--- src/rtl/pipe5_pkg.sv ---
package pipe5_pkg;

    localparam int XLEN   = 32;
    localparam int ILEN   = 32;
    localparam int RIDX   = 5;
    localparam int IMMW   = 16;
    localparam int IBYTES = ILEN / 8;

    localparam logic [5:0] OPC_NOP = 6'd0;
    localparam logic [5:0] OPC_ALU = 6'd1;
    localparam logic [5:0] OPC_LD  = 6'd2;
    localparam logic [5:0] OPC_ST  = 6'd3;
    localparam logic [5:0] OPC_BEQ = 6'd4;

    typedef enum logic [1:0] {
        FN_ADD = 2'd0,
        FN_SUB = 2'd1,
        FN_AND = 2'd2,
        FN_OR  = 2'd3
    } alu_fn_e;

    typedef enum logic [1:0] {
        SRC_FILE  = 2'd0,
        SRC_EXMEM = 2'd1,
        SRC_MEMWB = 2'd2
    } fwd_sel_e;

    typedef struct packed {
        logic            wr_reg;
        logic [RIDX-1:0] dst;
        logic            use_rs;
        logic            use_rt;
        logic            is_ld;
        logic            is_st;
        logic            is_br;
        logic            imm_b;
        alu_fn_e         fn;
    } ctrl_t;

    typedef struct packed {
        logic            valid;
        logic [XLEN-1:0] pc;
        logic [ILEN-1:0] ir;
        logic [XLEN-1:0] opa;
        logic [XLEN-1:0] opb;
        logic [XLEN-1:0] res;
    } stage_t;

    function automatic logic [RIDX-1:0] f_rs(input logic [ILEN-1:0] ir);
        return ir[25:21];
    endfunction

    function automatic logic [RIDX-1:0] f_rt(input logic [ILEN-1:0] ir);
        return ir[20:16];
    endfunction

    function automatic logic [RIDX-1:0] f_rd(input logic [ILEN-1:0] ir);
        return ir[15:11];
    endfunction

    function automatic logic [XLEN-1:0] f_imm(input logic [ILEN-1:0] ir);
        return {{(XLEN-IMMW){ir[IMMW-1]}}, ir[IMMW-1:0]};
    endfunction

    // Per-stage control decode from the instruction copy the stage holds.
    function automatic ctrl_t decode_f(input logic [ILEN-1:0] ir);
        ctrl_t c;
        c = '0;
        case (ir[31:26])
            OPC_ALU: begin
                c.wr_reg = 1'b1;
                c.dst    = f_rd(ir);
                c.use_rs = 1'b1;
                c.use_rt = 1'b1;
                c.fn     = alu_fn_e'(ir[1:0]);
            end
            OPC_LD: begin
                c.wr_reg = 1'b1;
                c.dst    = f_rt(ir);
                c.use_rs = 1'b1;
                c.is_ld  = 1'b1;
                c.imm_b  = 1'b1;
            end
            OPC_ST: begin
                c.use_rs = 1'b1;
                c.use_rt = 1'b1;
                c.is_st  = 1'b1;
                c.imm_b  = 1'b1;
            end
            OPC_BEQ: begin
                c.use_rs = 1'b1;
                c.use_rt = 1'b1;
                c.is_br  = 1'b1;
            end
            default: ;
        endcase
        // Register 0 is never a destination.
        if (c.dst == '0) c.wr_reg = 1'b0;
        return c;
    endfunction

endpackage

--- src/rtl/pipe5_regfile.sv ---
module pipe5_regfile
    import pipe5_pkg::*;
#(
    parameter int W  = XLEN,
    parameter int AW = RIDX,
    parameter int NR = 2
) (
    input  logic                 clk,
    input  logic                 rst,
    input  logic [NR-1:0][AW-1:0] raddr,
    output logic [NR-1:0][W-1:0]  rdata,
    input  logic                 we,
    input  logic [AW-1:0]        waddr,
    input  logic [W-1:0]         wdata
);
    localparam int NENT = 1 << AW;

    logic [W-1:0] mem_q [NENT];

    always_ff @(posedge clk) begin
        if (rst) begin
            for (int i = 0; i < NENT; i++) mem_q[i] <= '0;
        end else if (we && waddr != '0) begin
            mem_q[waddr] <= wdata;
        end
    end

    generate
        for (genvar p = 0; p < NR; p++) begin : g_rd
            always_comb begin
                if (raddr[p] == '0)
                    rdata[p] = '0;
                else if (we && waddr == raddr[p])
                    rdata[p] = wdata;
                else
                    rdata[p] = mem_q[raddr[p]];
            end
        end
    endgenerate

endmodule

--- src/rtl/pipe5_alu.sv ---
module pipe5_alu
    import pipe5_pkg::*;
#(
    parameter int W = XLEN
) (
    input  alu_fn_e      fn,
    input  logic [W-1:0] a,
    input  logic [W-1:0] b,
    output logic [W-1:0] y
);
    always_comb begin
        case (fn)
            FN_ADD:  y = a + b;
            FN_SUB:  y = a - b;
            FN_AND:  y = a & b;
            default: y = a | b;
        endcase
    end
endmodule

--- src/rtl/pipe5_hazard.sv ---
module pipe5_hazard
    import pipe5_pkg::*;
(
    input  logic            fd_valid,
    input  logic [ILEN-1:0] fd_ir,
    input  logic            de_valid,
    input  logic [ILEN-1:0] de_ir,
    input  logic            em_valid,
    input  logic [ILEN-1:0] em_ir,
    input  logic            mw_valid,
    input  logic [ILEN-1:0] mw_ir,
    output logic            stall,
    output fwd_sel_e        sel_a,
    output fwd_sel_e        sel_b
);
    ctrl_t c_id, c_ex, c_mem, c_wb;

    assign c_id  = decode_f(fd_ir);
    assign c_ex  = decode_f(de_ir);
    assign c_mem = decode_f(em_ir);
    assign c_wb  = decode_f(mw_ir);

    function automatic fwd_sel_e pick(input logic [RIDX-1:0] r);
        if (em_valid && c_mem.wr_reg && !c_mem.is_ld && c_mem.dst == r)
            return SRC_EXMEM;
        else if (mw_valid && c_wb.wr_reg && c_wb.dst == r)
            return SRC_MEMWB;
        else
            return SRC_FILE;
    endfunction

    assign sel_a = pick(f_rs(de_ir));
    assign sel_b = pick(f_rt(de_ir));

    logic hit_rs, hit_rt;
    assign hit_rs = c_id.use_rs && f_rs(fd_ir) == c_ex.dst;
    assign hit_rt = c_id.use_rt && f_rt(fd_ir) == c_ex.dst;
    assign stall  = de_valid && c_ex.is_ld && c_ex.wr_reg && fd_valid && (hit_rs || hit_rt);

endmodule

--- src/rtl/pipe5_core.sv ---
module pipe5_core
    import pipe5_pkg::*;
#(
    parameter logic [XLEN-1:0] RESET_PC = '0
) (
    input  logic            clk,
    input  logic            rst,
    output logic [XLEN-1:0] imem_addr,
    input  logic [ILEN-1:0] imem_rdata,
    output logic [XLEN-1:0] dmem_addr,
    output logic [XLEN-1:0] dmem_wdata,
    output logic            dmem_we,
    input  logic [XLEN-1:0] dmem_rdata
);
    localparam logic [XLEN-1:0] STEP = XLEN'(IBYTES);

    logic [XLEN-1:0] pc_q;
    stage_t fd_q, de_q, em_q, mw_q;
    stage_t de_nxt, em_nxt, mw_nxt;
    ctrl_t  ce, cm, cw;

    // ---------------- fetch ----------------
    assign imem_addr = pc_q;

    // ---------------- decode / register read ----------------
    logic [1:0][RIDX-1:0] rf_raddr;
    logic [1:0][XLEN-1:0] rf_rdata;
    logic                 rf_we;
    logic [RIDX-1:0]      rf_waddr;
    logic [XLEN-1:0]      rf_wdata;

    assign rf_raddr[0] = f_rs(fd_q.ir);
    assign rf_raddr[1] = f_rt(fd_q.ir);

    pipe5_regfile #(.W(XLEN), .AW(RIDX), .NR(2)) u_rf (
        .clk   (clk),
        .rst   (rst),
        .raddr (rf_raddr),
        .rdata (rf_rdata),
        .we    (rf_we),
        .waddr (rf_waddr),
        .wdata (rf_wdata)
    );

    logic     stall;
    fwd_sel_e sel_a, sel_b;

    pipe5_hazard u_hz (
        .fd_valid (fd_q.valid),
        .fd_ir    (fd_q.ir),
        .de_valid (de_q.valid),
        .de_ir    (de_q.ir),
        .em_valid (em_q.valid),
        .em_ir    (em_q.ir),
        .mw_valid (mw_q.valid),
        .mw_ir    (mw_q.ir),
        .stall    (stall),
        .sel_a    (sel_a),
        .sel_b    (sel_b)
    );

    always_comb begin
        de_nxt       = '0;
        de_nxt.valid = fd_q.valid;
        de_nxt.pc    = fd_q.pc;
        de_nxt.ir    = fd_q.ir;
        de_nxt.opa   = rf_rdata[0];
        de_nxt.opb   = rf_rdata[1];
    end

    // ---------------- execute ----------------
    logic [XLEN-1:0] a_fw, b_fw, alu_b, ex_res, br_target;
    logic            br_taken;

    assign ce = decode_f(de_q.ir);

    always_comb begin
        case (sel_a)
            SRC_EXMEM: a_fw = em_q.res;
            SRC_MEMWB: a_fw = mw_q.res;
            default:   a_fw = de_q.opa;
        endcase
        case (sel_b)
            SRC_EXMEM: b_fw = em_q.res;
            SRC_MEMWB: b_fw = mw_q.res;
            default:   b_fw = de_q.opb;
        endcase
    end

    assign alu_b = ce.imm_b ? f_imm(de_q.ir) : b_fw;

    pipe5_alu #(.W(XLEN)) u_alu (
        .fn (ce.fn),
        .a  (a_fw),
        .b  (alu_b),
        .y  (ex_res)
    );

    // Separate target adder beside the ALU.
    assign br_target = de_q.pc + STEP + (f_imm(de_q.ir) << 2);
    assign br_taken  = de_q.valid && ce.is_br && (a_fw == b_fw);

    always_comb begin
        em_nxt     = de_q;
        em_nxt.opa = a_fw;
        em_nxt.opb = b_fw;
        em_nxt.res = ex_res;
    end

    // ---------------- memory ----------------
    assign cm         = decode_f(em_q.ir);
    assign dmem_addr  = em_q.res;
    assign dmem_wdata = em_q.opb;
    assign dmem_we    = em_q.valid && cm.is_st;

    always_comb begin
        mw_nxt     = em_q;
        mw_nxt.res = cm.is_ld ? dmem_rdata : em_q.res;
    end

    // ---------------- write-back ----------------
    assign cw       = decode_f(mw_q.ir);
    assign rf_we    = mw_q.valid && cw.wr_reg;
    assign rf_waddr = cw.dst;
    assign rf_wdata = mw_q.res;

    // ---------------- sequencing ----------------
    always_ff @(posedge clk) begin
        if (rst) begin
            pc_q <= RESET_PC;
            fd_q <= '0;
            de_q <= '0;
            em_q <= '0;
            mw_q <= '0;
        end else begin
            mw_q <= mw_nxt;
            em_q <= em_nxt;
            if (br_taken) begin
                pc_q <= br_target;
                fd_q <= '0;
                de_q <= '0;
            end else if (stall) begin
                de_q <= '0;
            end else begin
                pc_q     <= pc_q + STEP;
                fd_q     <= '0;
                fd_q.valid <= 1'b1;
                fd_q.pc  <= pc_q;
                fd_q.ir  <= imem_rdata;
                de_q     <= de_nxt;
            end
        end
    end

endmodule

--- config.mk ---
export PLATFORM = sky130hd
export DESIGN_NAME = pipe5_core
export DESIGN_NICKNAME = d
export VERILOG_FILES = /design/src/rtl/pipe5_pkg.sv /design/src/rtl/pipe5_regfile.sv /design/src/rtl/pipe5_alu.sv /design/src/rtl/pipe5_hazard.sv /design/src/rtl/pipe5_core.sv
export SDC_FILE = /design/constraint.sdc
export NUM_CORES = 2
export LEC_CHECK = 0
export ABC_CLOCK_PERIOD_IN_PS = 10400
export BUFFER_PORTS_ARGS = -buffer_cell sky130_fd_sc_hd__buf_2
export CORE_UTILIZATION = 55
export CTS_CLUSTER_DIAMETER = 150
export DETAILED_ROUTE_END_ITERATION = 8
export HOLD_SLACK_MARGIN = 0.08
export PLACE_DENSITY = 0.68
export SETUP_SLACK_MARGIN = 0.2
export SLEW_MARGIN = 20
export SYNTH_ARGS = -nofsm -noshare
export SYNTH_HDL_FRONTEND = slang
export SYNTH_HIERARCHICAL = 1
export SYNTH_SLANG_ARGS = --single-unit
--- constraint.sdc ---
create_clock -name clk -period 10.4 [get_ports clk]
set_input_delay 0.52 -clock clk [delete_from_list [all_inputs] [get_ports clk]]
set_output_delay 0.52 -clock clk [all_outputs]
set_load 0.01 [all_outputs]
After elaboration in Yosys (flattened, before gate mapping). Memory sizes are Yosys's and may differ from the RTL's. A register that Yosys moved wholly into a read port is not among the register bits. Index checks and enable logic that the tools add are counted.

Flip-flop bits (word level): 324. RAM bits: 1024. Input bits: 66. Output and inout bits: 97. Memories: 1.

Memories: u_rf.mem_q (words 32, width 32, read ports 2, clocked after Yosys merged registers in 2, wr ports 32, RTL line pipe5_regfile.sv:18) `logic [W-1:0] mem_q [NENT];`.

$add $sub $neg: 5. Eq/ne operators: 27. Muxes and demuxes: 33. Bitwise gates (word level): 2. Reductions and logical operators: 34.

Operators with widths (number): two-way mux 32 bit (5); one-hot mux 32 bit (2 select lines) (2); one-hot mux 32 bit (3 select lines) (1); adder 32 x 3 -> 32 bit, second input constant (2); adder 32 bit (2); equality test 6 x 2 -> 1 bit, second input constant (7); one-hot mux 6 bit (2 select lines) (3); bitwise AND 32 bit (1); equality test 32 bit (1); OR 32 bit (1); OR reduction 32 bit (1); subtractor 32 bit (1); equality test 5 bit (6); zero test 5 bit (5); equality test 6 x 1 -> 1 bit, second input constant (4); logical AND 1 bit (17); two-way mux 1 bit (16); equality test 6 x 3 -> 1 bit, second input constant (2); OR reduction 4 bit (3); two-way mux 2 bit (5); equality test 2 x 1 -> 1 bit, second input constant (3); equality test 2 bit, second input constant (3); OR reduction 3 bit (2); two-way mux 5 bit (1); 6 further kinds (7).

Longest topological paths before layout.
Word-level depth: 13. Mapped depth: 31.

By module. The synthesis kept the hierarchy.

Modules (own cells, without submodules): pipe5_regfile (instances 1, cells each 3740, area each 54722.5 um^2); pipe5_core (instances 1, cells each 1744, area each 16240.6 um^2); pipe5_alu (instances 1, cells each 459, area each 3128.0 um^2); pipe5_hazard (instances 1, cells each 147, area each 1006.0 um^2).

Worst setup path before layout. No wires, ideal clock.

Path type: register -> register. Start point: register em_q[122] (netlist bit). End point: register em_q, in the netlist dmem_addr[30]. Setup time: 0.128 ns. Arrival time: 6.308 ns. Required time: 10.272 ns. Path slack: 3.964 ns. Stages on the path, launching flop included: 30. Clock period less this slack: 6.436 ns. Cells stage by stage: dfxtp_1 > nor2b_1 > clkbuf_1 > a22o_1 > or4b_1 > a21o_1 > a221oi_2 > nor2_1 > ha_1 > buf_2 > buf_2 > a221o_1 > o21ai_0 > o21ai_0 > nor3_1 > and4bb_2 > nand2_1 > nor3_1 > nor2_1 > xnor2_1 > ha_1 > clkbuf_1 > a21oi_1 > o21ai_0 > a2111o_1 > or3_1 > a22oi_1 > or4_1 > nand3_1 > nor2b_1.

Word-level cells in the longest chain between the ends: 13. Elaborated cells on any way between the ends: 27.

Ends and longest elaborated chain: start: declaration (RTL line pipe5_core.sv:18) `stage_t fd_q, de_q, em_q, mw_q;`; start signal: assignment (RTL line pipe5_core.sv:137) `em_q <= em_nxt;`; equality test 6 x 2 -> 1 bit / equality test 6 x 1 -> 1 bit (equally long branches); one-hot mux 6 bit (2 select lines); zero test 5 bit (RTL line pipe5_pkg.sv:98) `if (c.dst == '0) c.wr_reg = 1'b0;`; two-way mux 1 bit (RTL line pipe5_pkg.sv:98); logical AND 1 bit (2 in series) (RTL line pipe5_hazard.sv:24) `if (em_valid && c_mem.wr_reg && !c_mem.is_ld && c_mem.dst == r)`; logical AND 1 bit (*) (RTL line pipe5_hazard.sv:24); two-way mux 2 bit (*) (RTL line pipe5_hazard.sv:24); net sel_b[0] (RTL line pipe5_core.sv:46) `fwd_sel_e sel_a, sel_b;`; equality test 2 bit / equality test 2 x 1 -> 1 bit (equally long branches) (RTL line pipe5_core.sv:83) `case (sel_b)`; one-hot mux 32 bit (2 select lines) (*) (RTL line pipe5_core.sv:83); two-way mux 32 bit (*) (RTL line pipe5_core.sv:90) `assign alu_b = ce.imm_b ? f_imm(de_q.ir) : b_fw;`; net alu_b[6] (RTL line pipe5_core.sv:72) `logic [XLEN-1:0] a_fw, b_fw, alu_b, ex_res, br_target;`; subtractor 32 bit / adder 32 bit (equally long branches) (RTL line pipe5_alu.sv:14, pipe5_alu.sv:13); one-hot mux 32 bit (3 select lines) (*) (RTL line pipe5_alu.sv:12) `case (fn)`; net ex_res[30] (RTL line pipe5_core.sv:72).

Mark *: on every way through the listed nets, which the timed path passes. The rest lies on a longest branch. A chain may end at the register's enable or synchronous reset.

Worst setup path after layout. Ends and elaborated chain as after synthesis.

==> reports/results.tsv <==
stage	metric	value	unit
outcome	status	complete, but fails checks	
outcome	violations	design-rule violations	
final_layout	area_growth	10.1	%
final_layout	drive_gt1_frac	0.176	
route	drt_iter0_drc	7572	
timing	rsz0062_at_grt	false	
route	firstDrtPassIters	9	
global_routing	globalRouteOverflowTotal	0	
floorplanning	ios	163	
final_layout	stdcell_count	7893	
clock_network	cts.sinks	1380	
logic_synthesis	yosys_warnings	6	
clock_network	cts.clk_slew.worst_paths	0.06	ns
route	drt_wl_total	252000	um
clock_network	clk_latency	0.80	ns
flow_run	drv_cap	0	
worst_setup_path	end_kind	flop	
worst_setup_path	worst-path-buf-inv	2	
final_layout	stdcell_area	0.0818	mm2
clock_network	cts_resized	0	
global_routing	grt_usage	0.366	
power_and_ir_drop	leakagePower	29.7	nW
worst_setup_path	cp.required	11.05	ns
floorplanning	die_w	369	um
worst_setup_path	critPathArrivalTime	9.06	ns
clock_network	h-tree-depth	4	
clock_network	cts_tree	done	
placed_design	gp_congestion	0.962	
timing	layout_setup_ws	1.99	ns
power_and_ir_drop	clkPwrFrac	0.399	
placed_design	dpl_cell_area	0.0761	mm2
power_and_ir_drop	pwr-share-comb	0.133	
placed_design	dp_worst_setup_slack	2.27	ns
floorplanning	num_rows	134	
power_and_ir_drop	power	13.6	mW
timing	fin_crit	8.41	ns
floorplanning	die_height	369	um
worst_setup_path	crit_top_cell	o21ai_0	
route	drt-vias-per-instance	6.68	
worst_setup_path	path_max_fanout	33	
route	antenna_left	0	
final_layout	utilization	0.612	
global_routing	grt_pass1_vias	50800	
placed_design	place_hpwl	161000	um
timing	final-setup-viol-count	0	
timing	setup_tns	0	ns
clock_network	cts_setup_buffers	0	
power_and_ir_drop	switchingPower	3.63	mW
power_and_ir_drop	switching_share	0.266	
clock_network	clockBufferDepth	3	
worst_setup_path	crit_type	flop to flop	
final_layout	final_common_cell	and2_1	
route	drc	60	
route	vias	52700	
timing	fin_crit_sh	0.809	
power_and_ir_drop	ir_drop	0.107	mV
placed_design	placed_cells	7547	
final_layout	nNetsFinal	6159	
worst_hold_path	min_path_type	primary input to flop	
global_routing	grt_start_max_net_pins	129	
logic_synthesis	avgSynthCellArea	12.3	um2
timing	fmax	119	MHz
timing	worst_pin_slew	1.19	ns
clock_network	cts_buffers	151	
power_and_ir_drop	seqPwrFrac	0.468	
timing	fin_skew	0.0209	ns
worst_setup_path	critPathSlowestCell	nor3_1	
worst_setup_path	cp_slowest_stage_delay	0.65	ns
timing	finalHoldViolCount	0	
route	wl_per_cell	31.9	um
final_layout	mostFrequentLayoutCells	1132 x and2_1, 1024 x edfxtp_1, 388 x mux4_2	
logic_synthesis	syn_inst	6025	
worst_setup_path	start_kind	flop	
logic_synthesis	synthesis.area	0.0743	mm2
floorplanning	fp.dieArea	0.136	mm2
timing	slew-limit-headroom	0.207	
worst_setup_path	cp_top_family	simple AND/OR/NAND/NOR gates	
timing	fin_hold_ws	0.102	ns
timing	drv_slew	0	
floorplanning	core_area	0.134	mm2
floorplanning	initial_core_util	0.556	
clock_network	root_buffer	clkbuf_16	
placed_design	io_buffers	162	
power_and_ir_drop	powerDensity	167	mW/mm2
power_and_ir_drop	p_int	10.0	mW
global_routing	grt_pass1_wl	359000	um
global_routing	antenna_found_initial	10	
worst min-delay path: stages:
cell,delay [ns]
buf_2,0.12
nand2_1,0.09
a21oi_1,0.10
timing repair:
item                                    CTS  global route
hold buffers                             62             0
endpoints found under the setup margin    0             0
hold endpoints to repair                 62             0
sequential cells by signal, indices dropped and copies added, names as in the netlist:
name	count
u_rf/mem_q	1024
de_q	129
de_nxt	65
dmem_addr	32
dmem_wdata	32
imem_addr	32
rf_wdata	32
em_q	17
mw_q	17
final timing paths:
path	from	endpoint	slack [ns]	cells past startpoint
max	em_q[122]$_SDFF_PP0_	dmem_addr[30]$_SDFF_PP0_	1.99	26
min	dmem_rdata[1]	rf_wdata[1]$_SDFF_PP0_	0.10	3
max reg2reg	em_q[122]$_SDFF_PP0_	dmem_addr[30]$_SDFF_PP0_	1.99	26
min reg2reg	de_nxt[128]$_SDFFE_PP0N_	de_q[128]$_SDFF_PP0_	0.45	1
power by group through the flow:
stage	Combinational [mW]	Sequential [mW]	Clock [mW]
2_1_floorplan	1.19	6.36	0
4_1_cts	1.76	6.38	5.49
5_1_grt	1.89	6.41	5.70
3_3_place_gp	1.72	6.48	0
3_5_place_dp	1.73	6.49	0
6_report	1.81	6.39	5.44
routing by layer:
layer,track usage,wire length [um]
met2,0.557,112000
met5,0,35
met1,0.487,95700
met3,0.104,31100
met4,0.164,12300
final cells by class:
cell class,count,area (um2)
antenna,10,25.0
clock inverter,67,711
fill,10300,51900
timing repair buffer,385,2720
multi-input combinational,4026,33700
clock buffer,206,4260
tap,1768,2210
sequential,1380,37900
inverter,51,191
Power figures use the tool's default switching activity.
